<file path="src/rtl/gtd_pkg.sv">
// Package: shared types and constants for the green-time decision unit.
// Assumes exactly two arms; phase codes are fixed by the sequencer.
package gtd_pkg;
    localparam int NUM_ARMS = 2;

    typedef enum logic [1:0] {
        PH_MAIN = 2'd0,
        PH_LEFT = 2'd1,
        PH_PED  = 2'd2,
        PH_HOLD = 2'd3
    } gtd_phase_e;
endpackage

</file>
<file path="src/rtl/gtd_car_tally.sv">
// Module: saturating up/down car counter for one arm.
// Assumes enter/leave are single-cycle sensor pulses already synchronised.
module gtd_car_tally #(
    parameter int CW = 11
) (
    input  logic          clk,
    input  logic          rst_n,
    input  logic          enter,
    input  logic          leave,
    output logic [CW-1:0] cnt,
    output logic          moved
);
    localparam logic [CW-1:0] CMAX = {CW{1'b1}};

    logic up, dn;

    // Purpose: decide a real step; paired pulses and saturated ends do nothing.
    assign up    = enter && !leave && (cnt != CMAX);
    assign dn    = leave && !enter && (cnt != '0);
    assign moved = up || dn;

    // Purpose: hold the queue count.
    always_ff @(posedge clk) begin
        if (!rst_n)  cnt <= '0;
        else if (up) cnt <= cnt + CW'(1);
        else if (dn) cnt <= cnt - CW'(1);
    end

    assert_pair_hold_R1: assert property (@(posedge clk) disable iff (!rst_n)
        (enter && leave) |=> (cnt == $past(cnt)));
    assert_floor_R2: assert property (@(posedge clk) disable iff (!rst_n)
        (cnt == '0 && leave && !enter) |=> (cnt == '0));
    assert_ceiling_R2: assert property (@(posedge clk) disable iff (!rst_n)
        (cnt == CMAX && enter && !leave) |=> (cnt == CMAX));
endmodule

</file>
<file path="src/rtl/gtd_phase_clock.sv">
// Module: time-in-phase counter and stall tally for the favoured queue.
// Assumes clear is the registered switch request; both counters saturate.
module gtd_phase_clock #(
    parameter int TW          = 8,
    parameter int STALL_TICKS = 5
) (
    input  logic          clk,
    input  logic          rst_n,
    input  logic          tick,
    input  logic          clear,
    input  logic          self_moved,
    output logic [TW-1:0] t_val,
    output logic          stalled
);
    localparam int SW = $clog2(STALL_TICKS + 1);
    localparam logic [SW-1:0] SLIM = SW'(STALL_TICKS);

    logic [SW-1:0] s_val;

    // Purpose: count ticks spent in the current phase.
    always_ff @(posedge clk) begin
        if (!rst_n)                                t_val <= '0;
        else if (clear)                            t_val <= '0;
        else if (tick && (t_val != {TW{1'b1}}))    t_val <= t_val + TW'(1);
    end

    // Purpose: count ticks since the favoured queue last changed.
    always_ff @(posedge clk) begin
        if (!rst_n)                         s_val <= '0;
        else if (clear || self_moved)       s_val <= '0;
        else if (tick && (s_val != SLIM))   s_val <= s_val + SW'(1);
    end

    assign stalled = (s_val == SLIM);

    assert_clock_clear_R11: assert property (@(posedge clk) disable iff (!rst_n)
        clear |=> (t_val == '0));
    assert_clock_idle_R11: assert property (@(posedge clk) disable iff (!rst_n)
        (!tick && !clear) |=> $stable(t_val));
endmodule

</file>
<file path="src/rtl/gtd_verdict.sv">
// Module: evaluates the control function per arm and the phase rules,
// and registers the one-cycle switch request.
// Assumes counts, time and stall flag come from registers in the same clock.
module gtd_verdict
    import gtd_pkg::*;
#(
    parameter int CW = 11,
    parameter int TW = 8,
    parameter int AW = 4,
    parameter int BW = 12
) (
    input  logic                             clk,
    input  logic                             rst_n,
    input  gtd_phase_e                       phase,
    input  logic                             arm_sel,
    input  logic [TW-1:0]                    t_val,
    input  logic                             stalled,
    input  logic [NUM_ARMS-1:0][CW-1:0]      n_arm,
    input  logic [NUM_ARMS-1:0][AW-1:0]      alpha,
    input  logic [NUM_ARMS-1:0][BW-1:0]      beta,
    input  logic [NUM_ARMS-1:0][TW-1:0]      gmin,
    input  logic [NUM_ARMS-1:0][TW-1:0]      gmax,
    input  logic [TW-1:0]                    left_min,
    input  logic [TW-1:0]                    left_max,
    input  logic [TW-1:0]                    ped_max,
    output logic                             sw_req
);
    localparam int FW = AW + CW + 2;

    logic [NUM_ARMS-1:0] f_nonpos;
    logic [TW-1:0]       min_sel, max_sel;
    logic                self_empty, want;

    // Purpose: sign of f = alpha*n_self + beta - n_other for each arm.
    for (genvar g = 0; g < NUM_ARMS; g++) begin : g_fn
        logic [FW-1:0] prod, fsum;
        assign prod = FW'(alpha[g]) * FW'(n_arm[g]);
        assign fsum = prod + {{(FW-BW){beta[g][BW-1]}}, beta[g]}
                           - FW'(n_arm[NUM_ARMS-1-g]);
        assign f_nonpos[g] = fsum[FW-1] || (fsum == '0);
    end

    assign min_sel    = gmin[arm_sel];
    assign max_sel    = gmax[arm_sel];
    assign self_empty = (n_arm[arm_sel] == '0);

    // Purpose: apply the per-phase minimum, maximum and early-exit rules.
    always_comb begin
        want = 1'b0;
        case (phase)
            PH_MAIN: begin
                if (t_val >= min_sel)
                    want = (t_val >= max_sel) || f_nonpos[arm_sel]
                           || self_empty || stalled;
            end
            PH_LEFT: begin
                if (t_val >= left_min)
                    want = (t_val >= left_max) || self_empty;
            end
            PH_PED:  want = (t_val >= ped_max);
            PH_HOLD: want = 1'b0;
        endcase
    end

    // Purpose: register the request; a pulse blocks the next cycle's one.
    always_ff @(posedge clk) begin
        if (!rst_n) sw_req <= 1'b0;
        else        sw_req <= want && !sw_req;
    end

    assert_min_guard_R4: assert property (@(posedge clk) disable iff (!rst_n)
        (sw_req && $past(phase) == PH_MAIN) |-> ($past(t_val) >= $past(min_sel)));
    assert_max_force_R5: assert property (@(posedge clk) disable iff (!rst_n)
        (!sw_req && phase == PH_MAIN && t_val >= max_sel && t_val >= min_sel) |=> sw_req);
    assert_left_max_R8: assert property (@(posedge clk) disable iff (!rst_n)
        (!sw_req && phase == PH_LEFT && t_val >= left_max && t_val >= left_min) |=> sw_req);
    assert_left_min_R8: assert property (@(posedge clk) disable iff (!rst_n)
        (sw_req && $past(phase) == PH_LEFT) |-> ($past(t_val) >= $past(left_min)));
    assert_ped_end_R9: assert property (@(posedge clk) disable iff (!rst_n)
        (!sw_req && phase == PH_PED && t_val >= ped_max) |=> sw_req);
    assert_hold_quiet_R10: assert property (@(posedge clk) disable iff (!rst_n)
        (phase == PH_HOLD) |=> !sw_req);
    assert_single_pulse_R11: assert property (@(posedge clk) disable iff (!rst_n)
        sw_req |=> !sw_req);
endmodule

</file>
<file path="src/rtl/green_end_decider.sv">
// Module: top of the adaptive green-time decision unit. Counts cars per arm,
// times the phase and raises a one-cycle request to end it.
// Assumes the sequencer changes phase/arm only after a request.
module green_end_decider
    import gtd_pkg::*;
#(
    parameter int CW          = 11,
    parameter int TW          = 8,
    parameter int AW          = 4,
    parameter int BW          = 12,
    parameter int STALL_TICKS = 5
) (
    input  logic                 clk,
    input  logic                 rst_n,
    input  logic                 tick,
    input  logic [1:0]           car_enter,
    input  logic [1:0]           car_leave,
    input  logic                 arm_sel,
    input  logic [1:0]           phase,
    input  logic [AW-1:0]        alpha_a0,
    input  logic [AW-1:0]        alpha_a1,
    input  logic signed [BW-1:0] beta_a0,
    input  logic signed [BW-1:0] beta_a1,
    input  logic [TW-1:0]        gmin_a0,
    input  logic [TW-1:0]        gmax_a0,
    input  logic [TW-1:0]        gmin_a1,
    input  logic [TW-1:0]        gmax_a1,
    input  logic [TW-1:0]        left_min,
    input  logic [TW-1:0]        left_max,
    input  logic [TW-1:0]        ped_max,
    output logic                 switch_req
);
    logic [NUM_ARMS-1:0][CW-1:0] n_arm;
    logic [NUM_ARMS-1:0]         moved;
    logic [NUM_ARMS-1:0][AW-1:0] alpha_v;
    logic [NUM_ARMS-1:0][BW-1:0] beta_v;
    logic [NUM_ARMS-1:0][TW-1:0] gmin_v, gmax_v;
    logic [TW-1:0]               t_val;
    logic                        stalled;
    gtd_phase_e                  ph;

    assign ph      = gtd_phase_e'(phase);
    assign alpha_v = {alpha_a1, alpha_a0};
    assign beta_v  = {beta_a1, beta_a0};
    assign gmin_v  = {gmin_a1, gmin_a0};
    assign gmax_v  = {gmax_a1, gmax_a0};

    // Purpose: one queue counter per arm.
    for (genvar g = 0; g < NUM_ARMS; g++) begin : g_arm
        gtd_car_tally #(.CW(CW)) u_tally (
            .clk   (clk),
            .rst_n (rst_n),
            .enter (car_enter[g]),
            .leave (car_leave[g]),
            .cnt   (n_arm[g]),
            .moved (moved[g])
        );
    end

    gtd_phase_clock #(.TW(TW), .STALL_TICKS(STALL_TICKS)) u_clock (
        .clk        (clk),
        .rst_n      (rst_n),
        .tick       (tick),
        .clear      (switch_req),
        .self_moved (moved[arm_sel]),
        .t_val      (t_val),
        .stalled    (stalled)
    );

    gtd_verdict #(.CW(CW), .TW(TW), .AW(AW), .BW(BW)) u_verdict (
        .clk      (clk),
        .rst_n    (rst_n),
        .phase    (ph),
        .arm_sel  (arm_sel),
        .t_val    (t_val),
        .stalled  (stalled),
        .n_arm    (n_arm),
        .alpha    (alpha_v),
        .beta     (beta_v),
        .gmin     (gmin_v),
        .gmax     (gmax_v),
        .left_min (left_min),
        .left_max (left_max),
        .ped_max  (ped_max),
        .sw_req   (switch_req)
    );
endmodule

</file>
<file path="config.mk">
export PLATFORM = sky130hd
export DESIGN_NAME = green_end_decider
export DESIGN_NICKNAME = d
export VERILOG_FILES = /design/src/rtl/gtd_pkg.sv /design/src/rtl/gtd_car_tally.sv /design/src/rtl/gtd_phase_clock.sv /design/src/rtl/gtd_verdict.sv /design/src/rtl/green_end_decider.sv
export SDC_FILE = /design/constraint.sdc
export NUM_CORES = 1
export LEC_CHECK = 0
export BUFFER_PORTS_ARGS = -buffer_cell sky130_fd_sc_hd__buf_4
export CAP_MARGIN = 20
export CORE_MARGIN = 3
export CORE_UTILIZATION = 50
export CTS_CLUSTER_DIAMETER = 200
export CTS_CLUSTER_SIZE = 40
export DETAILED_ROUTE_END_ITERATION = 12
export GPL_ROUTABILITY_DRIVEN = 0
export PLACE_DENSITY = 0.73
export REMOVE_ABC_BUFFERS = 1
export SYNTH_ARGS = -nofsm -noshare
export SYNTH_HDL_FRONTEND = slang
export SYNTH_SLANG_ARGS = --single-unit
</file>
<file path="constraint.sdc">
create_clock -name clk -period 16.41 [get_ports clk]
set_input_delay 0.8205 -clock clk [delete_from_list [all_inputs] [get_ports clk]]
set_output_delay 0.8205 -clock clk [all_outputs]
set_load 0.005 [all_outputs]
</file>
======== Yosys cells after proc, flatten, opt, wreduce, memory -nomap -nowiden ========
Cells that the tools add are included.
word-level totals
  input bits .............................. 98
  output and inout port bits .............. 1
  register bits after elaboration ......... 34
  word-level logic and storage cells ...... 84
cells by class
  muxes and demuxes ....................... 17
  $mul .................................... 2
  bitwise operators ....................... 1
  equal/unequal tests ..................... 8
  $lt $le $gt $ge ......................... 6
  add/subtract/negate cells ............... 10
  reductions and logical operators ........ 35
operators with widths
  operator                 count
  $mux W11                 6
  $ge A8 B8 Y1             5
  $add A16 B12 Y17         2
  $logic_not A17 Y1        2
  $sub A17 B11 Y17         2
  $mux W8                  4
  $mul A4 B11 Y15          2
  $add A11 B1 Y11 const B  2
  $ne A11 B11 Y1 const B   2
  $reduce_bool A11 Y1      2
  $sub A11 B1 Y11 const B  2
  $logic_and A1 B1 Y1      11
  $logic_not A11 Y1        1
  $logic_or A1 B1 Y1       9
  $add A8 B1 Y8 const B    1
  $ne A8 B8 Y1 const B     1
  $mux W1                  6
  $logic_not A1 Y1         5
  $eq A2 B2 Y1 const B     2
  $pmux W1 S4              1
  $reduce_bool A2 Y1       2
  $reduce_or A2 Y1         2
  $add A3 B1 Y3 const B    1
  $eq A3 B3 Y1 const B     1
  5 further kinds          5

======== Logic depth before layout (Yosys ltp) ========
  word-level depth ........................ 13
  gate-level depth with buffers ........... 28
  mapped depth without buffers ............ 27

======== Cells and area by module ========
A second synthesis with hierarchy kept.
unflattened totals
  cell total of the unflattened synthesis .. 1089
  area total of the unflattened synthesis .. 8718.4 um2
modules (own cells, without submodules)
  module             area an instance (um2)  instances  cells an instance  seq. area each (um2)
  gtd_verdict        6248.5                  1          818                20.0
  gtd_car_tally      933.4                   2          102                220.2
  gtd_phase_clock    588.1                   1          66                 220.2
  green_end_decider  15.0                    1          1                  0.0

======== Least setup slack after synthesis ========
OpenSTA, ideal clock, no wires.
  path type ............................... input -> register
  start point ............................. input alpha_a1[3]
  end point ............................... register u_verdict.sw_req
  library setup time ...................... 0.079 ns
  required time ........................... 16.331 ns
  arrival time ............................ 6.309 ns
  stages on the path ...................... 28
  buffers on the path ..................... 2
  setup slack ............................. 10.021 ns
  cell sequence ........................... clkbuf_1 -> nand2_1 -> fa_1 -> inv_1 -> fa_1 -> inv_1 -> fa_1 -> nor2b_1 -> o21ai_1 -> a21oi_1 -> o21ai_1 -> nand2b_1 -> a21o_1 -> a21oi_1 -> xor2_1 -> fa_1 -> inv_1 -> ha_1 -> buf_4 -> inv_1 -> a222oi_1 -> nand2_1 -> nor4_2 -> nand4_1 -> a2111oi_2 -> nand4_1 -> or4_1 -> a211oi_2
on the way
  cells in the longest elaborated chain, start to end .. 13
ends and longest elaborated chain
  element                                         RTL line                 source
  from (decl)                                     green_end_decider.sv:21  input logic [AW-1:0] alpha_a1,
  $mul A4 B11 Y15 (*)                             gtd_verdict.sv:37        assign prod = FW'(alpha[g]) * FW'(n_arm[g]);
  $add A16 B12 Y17 (*)                            gtd_verdict.sv:38        assign fsum = prod + {{(FW-BW){beta[g][BW-1]}}, beta[g]}
  $sub A17 B11 Y17 (*)                            gtd_verdict.sv:39        - FW'(n_arm[NUM_ARMS-1-g]);
  $logic_not A17 Y1                               gtd_verdict.sv:40        assign f_nonpos[g] = fsum[FW-1] || (fsum == '0);
  $logic_or A1 B1 Y1 (*)                          gtd_verdict.sv:40
  $mux W1 (not written as such) (*) (2 in a row)  gtd_verdict.sv:53        want = (t_val >= max_sel) || f_nonpos[arm_sel]
  $logic_or A1 B1 Y1 (*)                          gtd_verdict.sv:53
  $logic_or A1 B1 Y1 (*) (2 in a row)             gtd_verdict.sv:54        || self_empty || stalled;
  $mux W1 (*)                                     gtd_verdict.sv:52        if (t_val >= min_sel)
  $pmux W1 S4 (*)                                 gtd_verdict.sv:50        case (phase)
  $logic_and A1 B1 Y1 (*)                         gtd_verdict.sv:68        else sw_req <= want && !sw_req;
  to (signal assigned)                            gtd_verdict.sv:68
  to (decl)                                       gtd_verdict.sv:26        output logic sw_req
Mark *: on every way between the ends. The rest lies on a longest branch, timed or not. The select of a mux whose other input is x is not followed.
A chain may end at the register's enable or synchronous reset.

======== Final worst setup path ========
  start point ............................. register g_arm[0].u_tally.cnt[0]
  end point ............................... register u_verdict.sw_req
on the way
  cells in the longest elaborated chain, start to end .. 13
  elaborated cells between the ends (all ways) .. 21
  those cells by class .................... add/sub (3); mul (1); mux (7); reduce/logical (10)
ends and longest elaborated chain
  element                                     RTL line             source
  from (decl)                                 gtd_car_tally.sv:10  output logic [CW-1:0] cnt,
  from (signal assigned)                      gtd_car_tally.sv:25  else if (up) cnt <= cnt + CW'(1);
  from (signal assigned)                      gtd_car_tally.sv:26  else if (dn) cnt <= cnt - CW'(1);
  $mul A4 B11 Y15                             gtd_verdict.sv:37
  $add A16 B12 Y17                            gtd_verdict.sv:38
  $sub A17 B11 Y17                            gtd_verdict.sv:39
  $logic_not A17 Y1                           gtd_verdict.sv:40
  $logic_or A1 B1 Y1                          gtd_verdict.sv:40
  $mux W1 (not written as such) (2 in a row)  gtd_verdict.sv:53
  $logic_or A1 B1 Y1                          gtd_verdict.sv:53
  $logic_or A1 B1 Y1 (2 in a row)             gtd_verdict.sv:54
  $mux W1                                     gtd_verdict.sv:52
  $pmux W1 S4 (*)                             gtd_verdict.sv:50
  $logic_and A1 B1 Y1 (*)                     gtd_verdict.sv:68
Marked as above.

==> flow_summary.yaml <==
detailed_routing:
  drt-pass1-iter-count: 5
  wl_per_cell_um: 14.59
  final_antenna_net_count: 0
  drc_errors: 0
  vias: 7386
  drtIter0Drc: 437
  routed_wirelength_um: 19870
  vias_per_cell: 5.423
timing:
  fin_hold_ws_ps: 530.2
  setup_slack_ps: 9727
  tightest_slew_ps: 954.9
  setup_tns_ps: 0
  slew_violations: 0
  period_minus_slack_ps: 6683
  fmax_mhz: 149.6
  skew_ps: 16.23
  rsz0062_at_grt: "false"
  relSlewSlack_pct: 36.10
  period_share_pct: 40.73
  setup_viol: 0
  hold_violations: 0
synthesis:
  synthArstFlopShare_pct: 0
  synth_mux_area_share_pct: 3.291
  ys_types: 69
  synth_top_family_by_area: "adder cells"
  synth_xor_area_share_pct: 5.654
  yosys.area_share.simple_pct: 20.94
  ys_warn_count: 0
  yosysSeqAreaShare_pct: 8.138
  synth_top_area_share_pct: 21.09
  synth_top_area_cell: "ha_1"
  synthTopCellsByCount: "178 x inv_1, 141 x ha_1, 76 x nand2_1, 74 x and2_1, 62 x fa_1"
  synthFlopType: "dfxtp_1"
  synth_compound_area_share_pct: 16.59
  netlist_top_cells_area: "ha_1 21%, fa_1 15%, dfxtp_1 8.1%"
  synth_adder_area_share_pct: 35.93
  ys_seq_elements: 34
  syn_area_mm2: 0.008364
  synth_most_common_cell: "inv_1"
  syn_avg_cell_area_um2: 7.839
  synthCells: 1067
  synth-edff-count: 0
critical_path:
  rrSetupSlack_ps: 9730
  critPathLaunch: "g_arm[0].u_tally.cnt[0]$_SDFFE_PN0P_"
  cp-start-kind: "flip-flop"
  endpoint: "u_verdict.sw_req$_SDFF_PN0_"
  critPathRequiredTime_ps: 16630
  r2r-end: "u_verdict.sw_req$_SDFF_PN0_"
  crit_path_end_kind: "flip-flop"
  critPathKind: "reg -> reg"
  arrival_ps: 6900
  worstRegToRegCells: 24
  crit_fanout: 10
  r2r-start: "g_arm[0].u_tally.cnt[0]$_SDFFE_PN0P_"
clocking:
  ctsHtreeMaxLevel: 2
  cts_resized: 0
  numCtsBuffers: 5
  cts_root_buf: "clkbuf_16"
  clk_pin_slew_ps: 70
  hold_buffers: 0
  cts_max_path_buffers: 2
  post_cts_buffers: 0
  clock_latency_ps: 290
  tritoncts: "done"
  cts.sinks: 34
placement:
  pre_cts_slack_ps: 9581
  io_buffer_count: 98
  hpwl_um: 16430
grt:
  grt_start_max_net_pins: 24
  antenna_found_initial: 0
  grt_usage_pct: 21.68
  grt_overflow: 0
  grt_pass1_vias: 6994
  grt_pass1_wl_um: 32730
hold_path:
  min_from: "u_clock.s_val[1]$_SDFFE_PP0P_"
  min_path_type: "reg -> reg"
cells_and_area:
  drive_gt1_share_pct: 10.56
  synthToLayoutAreaGrowth_pct: 12.69
  diodes: 0
  final_nets: 1446
  final_core_util_pct: 58.49
die:
  die_x_um: 135.3
  fp.dieH_um: 135.3
  fp-row-count: 46
  core_area_mm2: 0.01612
  die_area_mm2: 0.01832
  initial_core_util_pct: 51.90
  io_pins: 99
power_and_ir_drop:
  vdd_drop_max_mv: 0.1199
  cellLeakagePower_nw: 4.814
  power_mw: 1.740
  powerDensity_mw_per_mm2: 184.6
status:
  status: "completed"
job:
  drv_cap: 0
==> report_power, final <==
group          switching [mW]  internal [mW]
clock                  0.0386         0.0718
combinational           0.824          0.638
sequential             0.0660          0.101
total                   0.928          0.811
==> worst min-delay path by stage <==
stage | end | depth (start not counted)
after floorplan | u_clock.s_val[1]$_SDFFE_PP0P_ | 2
after global placement | u_clock.s_val[1]$_SDFFE_PP0P_ | 2
after detailed placement | u_clock.s_val[1]$_SDFFE_PP0P_ | 2
after CTS | u_clock.s_val[1]$_SDFFE_PP0P_ | 2
after global routing | u_clock.s_val[1]$_SDFFE_PP0P_ | 2
final | u_clock.s_val[1]$_SDFFE_PP0P_ | 2
==> final cells by class <==
type                       count  area (µm²)
clock buffer                   6       128.9
clock inverter                 2       37.54
fill                        1527        6690
inverter                     179       671.9
multi-input combinational    826        6893
sequential                    34       680.7
tap                          216       270.3
timing repair buffer          99       743.2
==> flip-flops by register name, indices dropped and copies added (netlist names) <==
register,flops
g_arm.u_tally.cnt,22
u_clock.t_val,8
u_clock.s_val,3
u_verdict.sw_req,1
==> per-layer routing <==
metal,up-vias,share of wire [%],track usage (%)
li1,3766,-,-
met5,-,0,0
met2,194,46,36.42
met4,0,1.8,5.095
met1,3394,47,29.82
met3,32,5.7,2.749
==> stage by stage <==
step	cells	cell area [µm²]
2_1_floorplan	1039	8245
3_3_place_gp	1353	9251
3_5_place_dp	1353	9251
4_1_cts	1361	9418
5_1_grt	1362	9425
6_report	1362	9425
==> cell usage in the layout, fill, tap and decap left out, drive strengths merged, types with 7 or more instances in the layout <==
cell	count
a2111oi	9
a211oi	9
a21o	19
a21oi	54
a31oi	7
and2	74
buf	99
dfxtp	34
fa	62
ha	141
inv	179
mux2i	24
nand2	76
nand2b	17
nand3	13
nand3b	7
nand4	16
nor2	51
nor2b	16
nor3	26
nor4	8
o21a	9
o21ai	58
o311a	7
or2	7
xnor2	33
xor2	21
==> critical path, cell delays in order, from the launching register on <==
cell and delay (ps):
dfxtp_1 720, nand2_1 160, fa_1 560, inv_1 50, fa_1 490, ha_1 310, a21o_1 170, a21oi_1 210
nand2b_1 130, a21boi_1 70, o311a_1 310, o21a_1 190, or2_2 300, fa_1 480, inv_1 40, ha_1 430
nand2b_1 150, nand4b_1 90, a2111oi_0 440, o311a_1 250, nand4_1 90, a2111oi_0 460, a32o_1 260, a21oi_1 80
a211oi_2 190
==> cells by family after synthesis <==
group | count (synthesis)
adder cells (fa/ha/maj) | 203
AND/OR/NAND/NOR | 331
buffers and inverters | 207
AO/OA/AOI/OAI | 212
flip-flops | 34
multiplexers | 26
XOR/XNOR | 54
No activity file was read; power rests on OpenSTA's default activity.
